==> src/rtl/pmu_pkg.sv <==
package pmu_pkg;
  localparam int CODE_W    = 6;
  localparam int NUM_CODES = 1 << CODE_W;
  localparam int SLOT_W    = 5;
  localparam int CYC_SLOT  = 31;

  localparam logic [CODE_W-1:0] CODE_CYCLES = 6'h11;
  localparam logic [CODE_W-1:0] CODE_CHAIN  = 6'h1E;

  localparam logic [6:0] A_CTRL  = 7'h00;
  localparam logic [6:0] A_CNTEN = 7'h01;
  localparam logic [6:0] A_INTEN = 7'h02;
  localparam logic [6:0] A_OVF   = 7'h03;
  localparam logic [6:0] A_SUPLO = 7'h04;
  localparam logic [6:0] A_SUPHI = 7'h05;
  localparam logic [6:0] A_CYCLO = 7'h06;
  localparam logic [6:0] A_CYCHI = 7'h07;
  localparam logic [1:0] PG_CNT  = 2'b01;
  localparam logic [1:0] PG_SEL  = 2'b10;

  // strobes from control to datapath
  typedef struct packed {
    logic              clrEvt;
    logic              clrCyc;
    logic              wrEvt;
    logic              wrSel;
    logic              wrCycLo;
    logic              wrCycHi;
    logic [SLOT_W-1:0] wrIdx;
    logic [31:0]       wdata;
    logic [31:0]       cntEn;
  } pmu_strb_t;
endpackage

==> src/rtl/pmu_datapath.sv <==
module pmu_datapath
  import pmu_pkg::*;
#(
  parameter int NUM_EVT = 4
) (
  input  logic                          clk,
  input  logic                          rstN,
  input  pmu_strb_t                     strb,
  input  logic [NUM_CODES-1:0]          evtIn,
  output logic [NUM_EVT-1:0][31:0]      cntVal,
  output logic [NUM_EVT-1:0][CODE_W-1:0] evtType,
  output logic [63:0]                   cycVal,
  output logic [31:0]                   wrapVec
);
  logic [31:0]       cnt [NUM_EVT];
  logic [CODE_W-1:0] typ [NUM_EVT];
  logic              incEvt  [NUM_EVT];
  logic              wrapEvt [NUM_EVT];
  logic              wrHit   [NUM_EVT];
  logic [63:0]       cyc;
  logic              cycWrap;
  logic              cycLoad;

  // increment and wrap decisions, chained from low slot to high slot
  always_comb begin
    for (int i = 0; i < NUM_EVT; i++) begin
      logic hit;
      wrHit[i] = strb.wrEvt && (strb.wrIdx == SLOT_W'(i));
      if (typ[i] == CODE_CYCLES)     hit = 1'b1;
      else if (typ[i] == CODE_CHAIN) hit = 1'b0;
      else                           hit = evtIn[typ[i]];
      if (typ[i] == CODE_CHAIN && i > 0) hit = wrapEvt[i-1];
      incEvt[i]  = strb.cntEn[i] && hit && !wrHit[i] && !strb.clrEvt;
      wrapEvt[i] = incEvt[i] && (cnt[i] == 32'hFFFF_FFFF);
    end
  end

  assign cycLoad = strb.clrCyc || strb.wrCycLo || strb.wrCycHi;
  assign cycWrap = strb.cntEn[CYC_SLOT] && !cycLoad && (cyc == 64'hFFFF_FFFF_FFFF_FFFF);

  always_comb begin
    wrapVec = '0;
    for (int i = 0; i < NUM_EVT; i++) wrapVec[i] = wrapEvt[i];
    wrapVec[CYC_SLOT] = cycWrap;
  end

  always_ff @(posedge clk or negedge rstN) begin
    if (!rstN) begin
      for (int i = 0; i < NUM_EVT; i++) begin
        cnt[i] <= '0;
        typ[i] <= '0;
      end
      cyc <= '0;
    end else begin
      for (int i = 0; i < NUM_EVT; i++) begin
        if (strb.clrEvt)    cnt[i] <= '0;
        else if (wrHit[i])  cnt[i] <= strb.wdata;
        else if (incEvt[i]) cnt[i] <= cnt[i] + 32'd1;
        if (strb.wrSel && strb.wrIdx == SLOT_W'(i)) typ[i] <= strb.wdata[CODE_W-1:0];
      end
      if (strb.clrCyc)                  cyc <= '0;
      else if (strb.wrCycLo)            cyc <= {cyc[63:32], strb.wdata};
      else if (strb.wrCycHi)            cyc <= {strb.wdata, cyc[31:0]};
      else if (strb.cntEn[CYC_SLOT])    cyc <= cyc + 64'd1;
    end
  end

  always_comb begin
    for (int i = 0; i < NUM_EVT; i++) begin
      cntVal[i]  = cnt[i];
      evtType[i] = typ[i];
    end
  end
  assign cycVal = cyc;

  // ---------------- assertions ----------------
  logic evtAllZero;
  always_comb begin
    evtAllZero = 1'b1;
    for (int i = 0; i < NUM_EVT; i++) if (cnt[i] != 32'd0) evtAllZero = 1'b0;
  end

  a_r5_cyc_step: assert property (@(posedge clk) disable iff (!rstN)
    (strb.cntEn[CYC_SLOT] && !cycLoad) |=> (cyc == $past(cyc) + 64'd1));

  a_r9_evt_clear: assert property (@(posedge clk) disable iff (!rstN)
    strb.clrEvt |=> evtAllZero);

  for (genvar g = 0; g < NUM_EVT; g++) begin : g_hold
    a_r3_idle_hold: assert property (@(posedge clk) disable iff (!rstN)
      (!strb.cntEn[g] && !strb.clrEvt && !(strb.wrEvt && strb.wrIdx == SLOT_W'(g)))
      |=> $stable(cnt[g]));
  end
endmodule

==> src/rtl/pmu_ctrl.sv <==
module pmu_ctrl
  import pmu_pkg::*;
#(
  parameter int          NUM_EVT  = 4,
  parameter logic [7:0]  ID_CODE  = 8'h2A,
  parameter logic [7:0]  IMP_CODE = 8'h41,
  parameter logic [63:0] SUPPORT  = 64'h0000_0000_7E02_0001
) (
  input  logic                           clk,
  input  logic                           rstN,
  input  logic                           wrEn,
  input  logic                           rdEn,
  input  logic [6:0]                     addr,
  input  logic [31:0]                    wdata,
  output logic [31:0]                    rdata,
  output logic                           irq,
  output pmu_strb_t                      strb,
  input  logic [NUM_EVT-1:0][31:0]       cntVal,
  input  logic [NUM_EVT-1:0][CODE_W-1:0] evtType,
  input  logic [63:0]                    cycVal,
  input  logic [31:0]                    wrapVec
);
  localparam logic [31:0] SLOT_MASK = 32'h8000_0000 | ((32'd1 << NUM_EVT) - 32'd1);
  localparam logic [10:0] CTRL_RSV  = 11'h040;

  logic        gEn;
  logic [31:0] cntEnR, intEnR, ovf;
  logic        isCnt, isSel, idxOk, rdOvf;
  logic [SLOT_W-1:0] idx;

  assign idx   = addr[SLOT_W-1:0];
  assign isCnt = (addr[6:5] == PG_CNT);
  assign isSel = (addr[6:5] == PG_SEL);
  assign idxOk = (idx < SLOT_W'(NUM_EVT));
  assign rdOvf = rdEn && (addr == A_OVF);

  always_comb begin
    strb.clrEvt  = wrEn && (addr == A_CTRL) && wdata[1];
    strb.clrCyc  = wrEn && (addr == A_CTRL) && wdata[2];
    strb.wrEvt   = wrEn && isCnt && idxOk;
    strb.wrSel   = wrEn && isSel && idxOk;
    strb.wrCycLo = wrEn && (addr == A_CYCLO);
    strb.wrCycHi = wrEn && (addr == A_CYCHI);
    strb.wrIdx   = idx;
    strb.wdata   = wdata;
    strb.cntEn   = gEn ? cntEnR : 32'd0;
  end

  always_ff @(posedge clk or negedge rstN) begin
    if (!rstN) begin
      gEn    <= 1'b0;
      cntEnR <= '0;
      intEnR <= '0;
      ovf    <= '0;
    end else begin
      if (wrEn && addr == A_CTRL)  gEn    <= wdata[0];
      if (wrEn && addr == A_CNTEN) cntEnR <= wdata & SLOT_MASK;
      if (wrEn && addr == A_INTEN) intEnR <= wdata & SLOT_MASK;
      ovf <= (rdOvf ? 32'd0 : ovf) | wrapVec;
    end
  end

  assign irq = |(ovf & intEnR);

  always_comb begin
    rdata = '0;
    case (addr)
      A_CTRL:  rdata = {IMP_CODE, ID_CODE, SLOT_W'(NUM_EVT), CTRL_RSV | {10'd0, gEn}};
      A_CNTEN: rdata = cntEnR;
      A_INTEN: rdata = intEnR;
      A_OVF:   rdata = ovf;
      A_SUPLO: rdata = SUPPORT[31:0];
      A_SUPHI: rdata = SUPPORT[63:32];
      A_CYCLO: rdata = cycVal[31:0];
      A_CYCHI: rdata = cycVal[63:32];
      default: begin
        for (int i = 0; i < NUM_EVT; i++) begin
          if (idx == SLOT_W'(i) && isCnt) rdata = cntVal[i];
          if (idx == SLOT_W'(i) && isSel) rdata = {{(32-CODE_W){1'b0}}, evtType[i]};
        end
      end
    endcase
  end

  // ---------------- assertions ----------------
  a_r7_ovf_sticky: assert property (@(posedge clk) disable iff (!rstN)
    !rdOvf |=> ((ovf & $past(ovf)) == $past(ovf)));

  a_r6_no_wrap_when_off: assert property (@(posedge clk) disable iff (!rstN)
    !gEn |=> ((ovf & ~$past(ovf)) == 32'd0));

  a_r12_unimpl_slots: assert property (@(posedge clk) disable iff (!rstN)
    $rose(irq) |-> ((ovf & intEnR & ~SLOT_MASK) == 32'd0));
endmodule

==> src/rtl/cluster_perf_mon.sv <==
module cluster_perf_mon
  import pmu_pkg::*;
#(
  parameter int          NUM_EVT  = 4,
  parameter logic [7:0]  ID_CODE  = 8'h2A,
  parameter logic [7:0]  IMP_CODE = 8'h41,
  parameter logic [63:0] SUPPORT  = 64'h0000_0000_7E02_0001
) (
  input  logic        clk,
  input  logic        rstN,
  input  logic        wrEn,
  input  logic        rdEn,
  input  logic [6:0]  addr,
  input  logic [31:0] wdata,
  output logic [31:0] rdata,
  input  logic [63:0] evtIn,
  output logic        irq
);
  pmu_strb_t                      strb;
  logic [NUM_EVT-1:0][31:0]       cntVal;
  logic [NUM_EVT-1:0][CODE_W-1:0] evtType;
  logic [63:0]                    cycVal;
  logic [31:0]                    wrapVec;

  pmu_ctrl #(.NUM_EVT(NUM_EVT), .ID_CODE(ID_CODE), .IMP_CODE(IMP_CODE), .SUPPORT(SUPPORT)) u_ctrl (
    .clk(clk), .rstN(rstN), .wrEn(wrEn), .rdEn(rdEn), .addr(addr), .wdata(wdata),
    .rdata(rdata), .irq(irq), .strb(strb), .cntVal(cntVal), .evtType(evtType),
    .cycVal(cycVal), .wrapVec(wrapVec));

  pmu_datapath #(.NUM_EVT(NUM_EVT)) u_dp (
    .clk(clk), .rstN(rstN), .strb(strb), .evtIn(evtIn), .cntVal(cntVal),
    .evtType(evtType), .cycVal(cycVal), .wrapVec(wrapVec));
endmodule

==> config.mk <==
export PLATFORM = sky130hd
export DESIGN_NAME = cluster_perf_mon
export DESIGN_NICKNAME = d
export VERILOG_FILES = /design/src/rtl/pmu_pkg.sv /design/src/rtl/pmu_datapath.sv /design/src/rtl/pmu_ctrl.sv /design/src/rtl/cluster_perf_mon.sv
export SDC_FILE = /design/constraint.sdc
export NUM_CORES = 1
export LEC_CHECK = 0
export ABC_AREA = 1
export BUFFER_PORTS_ARGS = -buffer_cell sky130_fd_sc_hd__buf_2
export CORE_ASPECT_RATIO = 1.25
export CORE_MARGIN = 8
export CORE_UTILIZATION = 35
export CTS_BUF_LIST = sky130_fd_sc_hd__clkbuf_16
export DETAILED_ROUTE_END_ITERATION = 8
export REMOVE_ABC_BUFFERS = 1
export SKIP_CTS_REPAIR_TIMING = 1
export SYNTH_ARGS = -nofsm -noshare
export SYNTH_HDL_FRONTEND = slang
export SYNTH_SLANG_ARGS = --single-unit
export TNS_END_PERCENT = 30
==> constraint.sdc <==
create_clock -name clk -period 2.9 [get_ports clk]
set_input_delay 0.725 -clock clk [delete_from_list [all_inputs] [get_ports clk]]
set_output_delay 0.725 -clock clk [all_outputs]
set_load 0.05 [all_outputs]
==> results of run 1 <==
==> area by class of cell <==
type | instances | area, µm² | share of cell area (%)
multi-input cells | 2182 | 12120 | 47.63
clock buffers | 27 | 675.6 | 2.655
flip-flops and latches | 232 | 5806 | 22.81
inverters | 380 | 1435 | 5.639
repair buffers | 503 | 4278 | 16.81
clock inverters | 22 | 219.0 | 0.8603
well taps | 727 | 909.6 | 3.574
repair inverters | 1 | 7.507 | 0.02950
==> final timing paths <==
check | depth (start not counted) | start | slack [ns] | to
worst max-delay path | 11 | addr[4] | -0.46 | rdata[17]
worst min-delay path | 1 | rstN | -0.004 | u_dp.cycVal[59]$_DFFE_PN0P_
worst max register to register | 24 | u_dp.cntVal[1]$_DFFE_PN0P_ | -0.28 | u_dp.cntVal[108]$_DFFE_PN0P_
worst min register to register | 2 | u_dp.cntVal[127]$_DFFE_PN0P_ | 0.52 | u_dp.cntVal[127]$_DFFE_PN0P_
max in group asynchronous | 2 | rstN | 1.99 | u_dp.evtType[7]$_DFFE_PN0P_
min in group clk | 3 | wdata[9] | 0.47 | u_dp.cycVal[9]$_DFFE_PN0P_
==> cell families (layout without fill, tap and decap cells) <==
family	Yosys count	count (layout)	synth area share (%)
buf+inv	520	933	10.57
simple gates	1277	1278	29.14
compound gates	803	803	25.17
xor+xnor	96	96	4.401
fa+ha+maj	5	5	0.3275
flops	232	232	30.39
==> where the power goes <==
group          internal (W)  switching (W)  total (W)
combinational       0.00198        0.00321    0.00519
sequential          0.00413        0.00115    0.00528
clock               0.00212        0.00151    0.00363
==> per-stage QoR <==
stage / setup slack [ns] / cells / hold slack [ns] / TNS (ns)
detailed placement: -0.6416 / 4000 / 0.4946 / -54.00
global placement: -0.6175 / 4000 / 0.4918 / -58.88
finish: -0.4552 / 4074 / -0.003620 / -21.15
CTS: -0.6650 / 4049 / 0.0001315 / -29.15
floorplan: -2.157 / 2793 / 0.4294 / -316.23
global route: -0.4778 / 4074 / 0.009671 / -35.22
==> cell usage after synthesis (5+ instances only) <==
cell / instances / share of area [%]
a32o_1: 7 / 0.37
a211oi_1: 10 / 0.39
nand4_1: 42 / 1.4
buf_2: 30 / 0.79
a22oi_1: 17 / 0.67
nand2_1: 652 / 13
a31oi_1: 9 / 0.29
nor2_2: 9 / 0.29
nor2_4: 5 / 0.29
a21oi_1: 225 / 5.9
or2_2: 6 / 0.20
nand3_1: 186 / 4.9
o22ai_1: 39 / 1.3
nor3_1: 88 / 2.3
dfrtp_1: 232 / 30
nand2_2: 9 / 0.29
ha_1: 5 / 0.33
clkbuf_1: 94 / 1.8
o221ai_1: 14 / 0.64
xor2_1: 94 / 4.3
nor2_1: 230 / 4.5
o21ai_1: 34 / 0.89
buf_1: 11 / 0.22
o21ai_0: 280 / 7.3
a32oi_1: 8 / 0.37
nor4_1: 26 / 0.85
o2111ai_1: 59 / 2.7
inv_1: 358 / 7.0
inv_2: 19 / 0.37
o211ai_1: 51 / 2.0
nor3_2: 5 / 0.26
a221oi_1: 32 / 1.5
==> registers in the layout, indices dropped and copies added (netlist names) <==
signal         flops
u_dp.cycVal       64
u_dp.cntVal      128
u_ctrl.cntEnR      5
u_ctrl.ovf         5
u_ctrl.intEnR      5
u_ctrl.gEn         1
u_dp.evtType      24
==> worst max-delay path: cells and delay by family <==
family | cells | cell delay, ns
buffers and inverters | 6 | 0.90
and+or+nand+nor | 3 | 0.60
AOI/OAI and AO/OA | 2 | 0.39
==> metal layers <==
metal	up-vias	GRT usage [%]	routed length [µm]
li1	10820	-	-
met1	10860	33.54	35250
met2	1282	45.07	42080
met3	257	3.538	7737
met4	0	15.45	6087
met5	-	0	0
==> results.yml, run 1 <==
outcome:
  run_status: "finished with violations"
  violations: "negative hold slack, negative setup slack"
sta:
  rsz0062_at_grt: "yes"
  finalMaxSlewViolations: 0
  tightest_slew_ns: 0.6177
  hold_ws_ns: -0.003620
  slew_headroom_pct: 58.44
  fmax_ghz: 0.2980
  finalHoldViolCount: 1
  setup_viol: 94
  post-route-period-util_pct: 115.7
  clock-skew-final_ns: 0.01440
  period_needed_ns: 3.355
  setup_slack_ns: -0.4552
placement:
  hpwl_mm: 69.24
  place.gp.congestion: 1.034
  dpl_cell_area_mm2: 0.02313
  port_buffers: 139
yosys:
  ys_types: 53
  syn_inst: 2933
  yosys_warnings: 0
  synth_edf_count: 0
  avgSynthCellArea_um2: 6.513
  syn_area_mm2: 0.01910
  ys_ff_latch: 232
  seq_area_frac_synth_pct: 30.39
  ys.flop_type: "dfrtp_1"
  ys_async_sr_fraction_pct: 100.0
clock_network:
  cts_buffers: 27
  clkTransAtPathRegs_ns: 0.06
  cts_tree: "built"
  clock-root-buffer: "clkbuf_16"
  htree_levels: 1
  insertion_delay_ns: 0.56
  cts_buffer_depth: 3
  cts.sinks: 232
power:
  p_per_area_mw_per_mm2: 554.1
  peakVddDrop_v: 0.0005999
  p_leak_nw: 11.48
  p_total_w: 0.01410
setup_path:
  crit_slowest_cell: "buf_4"
  crit_type: "input pin to output pin"
  path_cells: "buf_2 > nor3_4 > buf_6 > inv_2 > nor3_4 > inv_4 > buf_4 > o22ai_1 > nor3_1 > o211ai_1 > buf_4"
  worst_setup_path_start_kind: "input pin"
  crit_fanout: 9
  crit_path_max_incr_delay_ns: 0.27
  worstPathArrival_ns: 2.63
  crit_path_end_kind: "output pin"
  cp_data_required_time_ns: 2.17
floorplan:
  rows: 95
  core_area_mm2: 0.05385
  io-pin-count: 140
  dieArea_mm2: 0.06236
  die_x_um: 225.0
  die_height_um: 277.2
  initial_core_util_pct: 35.48
detailed_routing:
  viasPerCell: 5.699
  post_drt_wl_per_cell_um: 22.38
  vias: 23220
  drt_iter0_drc: 2825
  drt-total-wl_mm: 91.16
  drc: 0
  detail-route-antenna-nets: 0
  drtPass1Iterations: 6
global_routing:
  overflow: 0
  grt_max_degree: 72
  grt_pass1_vias: 21390
  grt_pass1_wl_mm: 132.1
  antenna_found_initial: 0
  grt_usage_pct: 27.19
cells_and_area:
  drive_gt1_share_pct: 21.51
  layout_common_cells: "633 x nand2_1, 357 x inv_1, 317 x buf_4"
  final_common_cell: "nand2_1"
  nNetsFinal: 3439
  post-route-cell-area_mm2: 0.02545
  diodes: 0
  utilization_pct: 47.27
  fillers: 5495
  areaGrowthSynthToFinish_pct: 33.23
hold_path:
  hold_class: "input pin to async pin"
flow_run:
  cap_violations: 0
Power figures use the tool's default switching activity.
==> run 2: changes to the inputs <==
Settings changed: GPL_TIMING_DRIVEN set to 0.
==> run 2 against run 1 <==
The run ends with negative setup slack left. Worst hold slack better by 0.054 ns. Critical path depth grew 1. Power is 5.8% lower. Utilization fell by 3.2 points. Via count decreased by 2.8%. Sequential share of layout area rose by 1.8 points. Clock skew about the same. Worst setup slack lost 0.28 ns. Register-to-register slack got worse by 0.14 ns. Clock-buffer cell count increased by 2. Critical endpoint is now rdata[4]. Die area unchanged. Global-route usage shrank 2.7 points.
==> results.yml, run 2 (synthesized netlist as in run 1, its figures left out) <==
outcome:
  run_status: "finished with violations"
  violations: "negative setup slack"
cells_and_area:
  final_common_cell: "nand2_1"
  layout_common_cells: "605 x nand2_1, 353 x inv_1, 276 x o21ai_0"
  finalNonFillerCells: 3823
  nNetsFinal: 3190
  largest_reg_flops: 128
  areaGrowthSynthToFinish_pct: 24.11
  diodes: 0
  drive_gt1_share_pct: 17.67
setup_path:
  crit_slowest_cell: "nor2_4"
  crit_type: "input pin to output pin"
  crit_path_end_kind: "output pin"
  worstPathArrival_ns: 2.91
  worst_setup_path_start_kind: "input pin"
  path_cells: "buf_6 > nor2_4 > inv_2 > or2_4 > nor2_4 > nand2_8 > o221ai_2 > a221oi_2 > o221ai_1 > a21oi_2 > o211ai_1 > buf_4"
  crit_path_max_incr_delay_ns: 0.30
  cp_data_required_time_ns: 2.17
  path_buf_inv: 3
  crit_family: "simple AND/OR/NAND/NOR gates"
  path_common_cell: "nor2_4"
  crit_fanout: 14
global_routing:
  grt_max_degree: 98
  overflow: 0
  grt_usage_pct: 24.49
  grt_pass1_wl_mm: 120.3
  grt_pass1_vias: 20070
  antenna_found_initial: 2
floorplan:
  rows: 95
  io-pin-count: 140
  initial_core_util_pct: 35.48
  die_height_um: 277.2
  dieArea_mm2: 0.06236
  die_x_um: 225.0
  core_area_mm2: 0.05385
clock_network:
  cts_tree: "built"
  htree_levels: 1
  cts_buffer_depth: 3
  clock-root-buffer: "clkbuf_16"
  cts_buffers: 28
  insertion_delay_ns: 0.57
  cts.sinks: 232
  clkTransAtPathRegs_ns: 0.06
sta:
  rsz0062_at_grt: "yes"
  tightest_slew_ns: 0.9148
  setup_slack_ns: -0.7366
  post-route-period-util_pct: 125.4
  fmax_ghz: 0.2750
  setup_viol: 142
  finalMaxSlewViolations: 0
  finalHoldViolCount: 0
  period_needed_ns: 3.637
  clock-skew-final_ns: 0.01483
  hold_ws_ns: 0.05035
  slew_headroom_pct: 38.95
power:
  clkPwrFrac_pct: 26.1
  internal_power_w: 0.007757
  p_switching_w: 0.005528
  p_seq_share_pct: 39.5
  switching_share_pct: 41.61
  pwr-share-comb_pct: 34.4
  p_leak_nw: 10.22
  peakVddDrop_v: 0.0008391
  p_total_w: 0.01329
  p_per_area_mw_per_mm2: 560.4
detailed_routing:
  drt_iter0_drc: 2929
  detail-route-antenna-nets: 0
  viasPerCell: 5.901
  drc: 0
  vias: 22560
  drtPass1Iterations: 6
  drt-total-wl_mm: 87.85
  post_drt_wl_per_cell_um: 22.98
placement:
  port_buffers: 139
  place.gp.congestion: 1.026
  hpwl_mm: 59.95
  dp.cells: 3664
hold_path:
  hold_class: "input pin to async pin"
flow_run:
  cap_violations: 0
## run 2: per-layer routing
| layer | vias up | GRT usage [%] | part of all wire (%) |
|---|---|---|---|
| met5 | - | 0 | 0.031 |
| met4 | 4 | 14.01 | 7.0 |
| met3 | 290 | 3.739 | 9.1 |
| met2 | 1342 | 39.39 | 44 |
| met1 | 10560 | 30.83 | 40 |
| li1 | 10370 | - | - |
## run 2: layout make-up
cell class	instances	area, µm²
fillers	5622	30140
multi-input cells	2198	12640
flip-flops and latches	232	5833
repair buffers	233	1919
inverters	380	1513
well taps	727	909.6
clock buffers	29	725.7
clock inverters	19	133.9
repair inverters	5	37.54
## run 2: stage by stage
step | util (%) | setup TNS [ns] | instance area (µm²) | worst slack (ns)
after floorplan | - | -316.23 | 18510 | -2.157
after global placement | 37.36 | -1692.83 | 20120 | -5.119
after detailed placement | 37.64 | -667.16 | 20270 | -4.329
after CTS | 39.24 | -549.82 | 21130 | -3.727
after global routing | 44.03 | -61.83 | 23710 | -0.7670
final | 44.03 | -45.85 | 23710 | -0.7366
## run 2: final timing paths
kind                                        startpoint                            to  slack (ns)  cells after the start
max                                            addr[2]                      rdata[4]       -0.74                     12
min                                               rstN   u_dp.cycVal[27]$_DFFE_PN0P_        0.05                      1
max reg2reg                u_dp.cntVal[32]$_DFFE_PN0P_  u_dp.cntVal[123]$_DFFE_PN0P_       -0.42                     17
min reg2reg                    u_ctrl.ovf[0]$_DFF_PN0_       u_ctrl.ovf[0]$_DFF_PN0_        0.52                      2
max in group asynchronous                         rstN   u_dp.cntVal[16]$_DFFE_PN0P_        1.53                      3
min in group clk                              wdata[9]    u_dp.cycVal[9]$_DFFE_PN0P_        0.46                      3
## run 2: power groups by stage
| stage | Combinational [W] | Sequential, W | Clock, W |
|---|---|---|---|
| floorplan | 0.00297 | 0.00492 | 0 |
| CTS | 0.00400 | 0.00519 | 0.00351 |
| detailed placement | 0.00396 | 0.00524 | 0 |
| global placement | 0.00393 | 0.00523 | 0 |
| finish | 0.00457 | 0.00525 | 0.00346 |
| global route | 0.00507 | 0.00537 | 0.00363 |
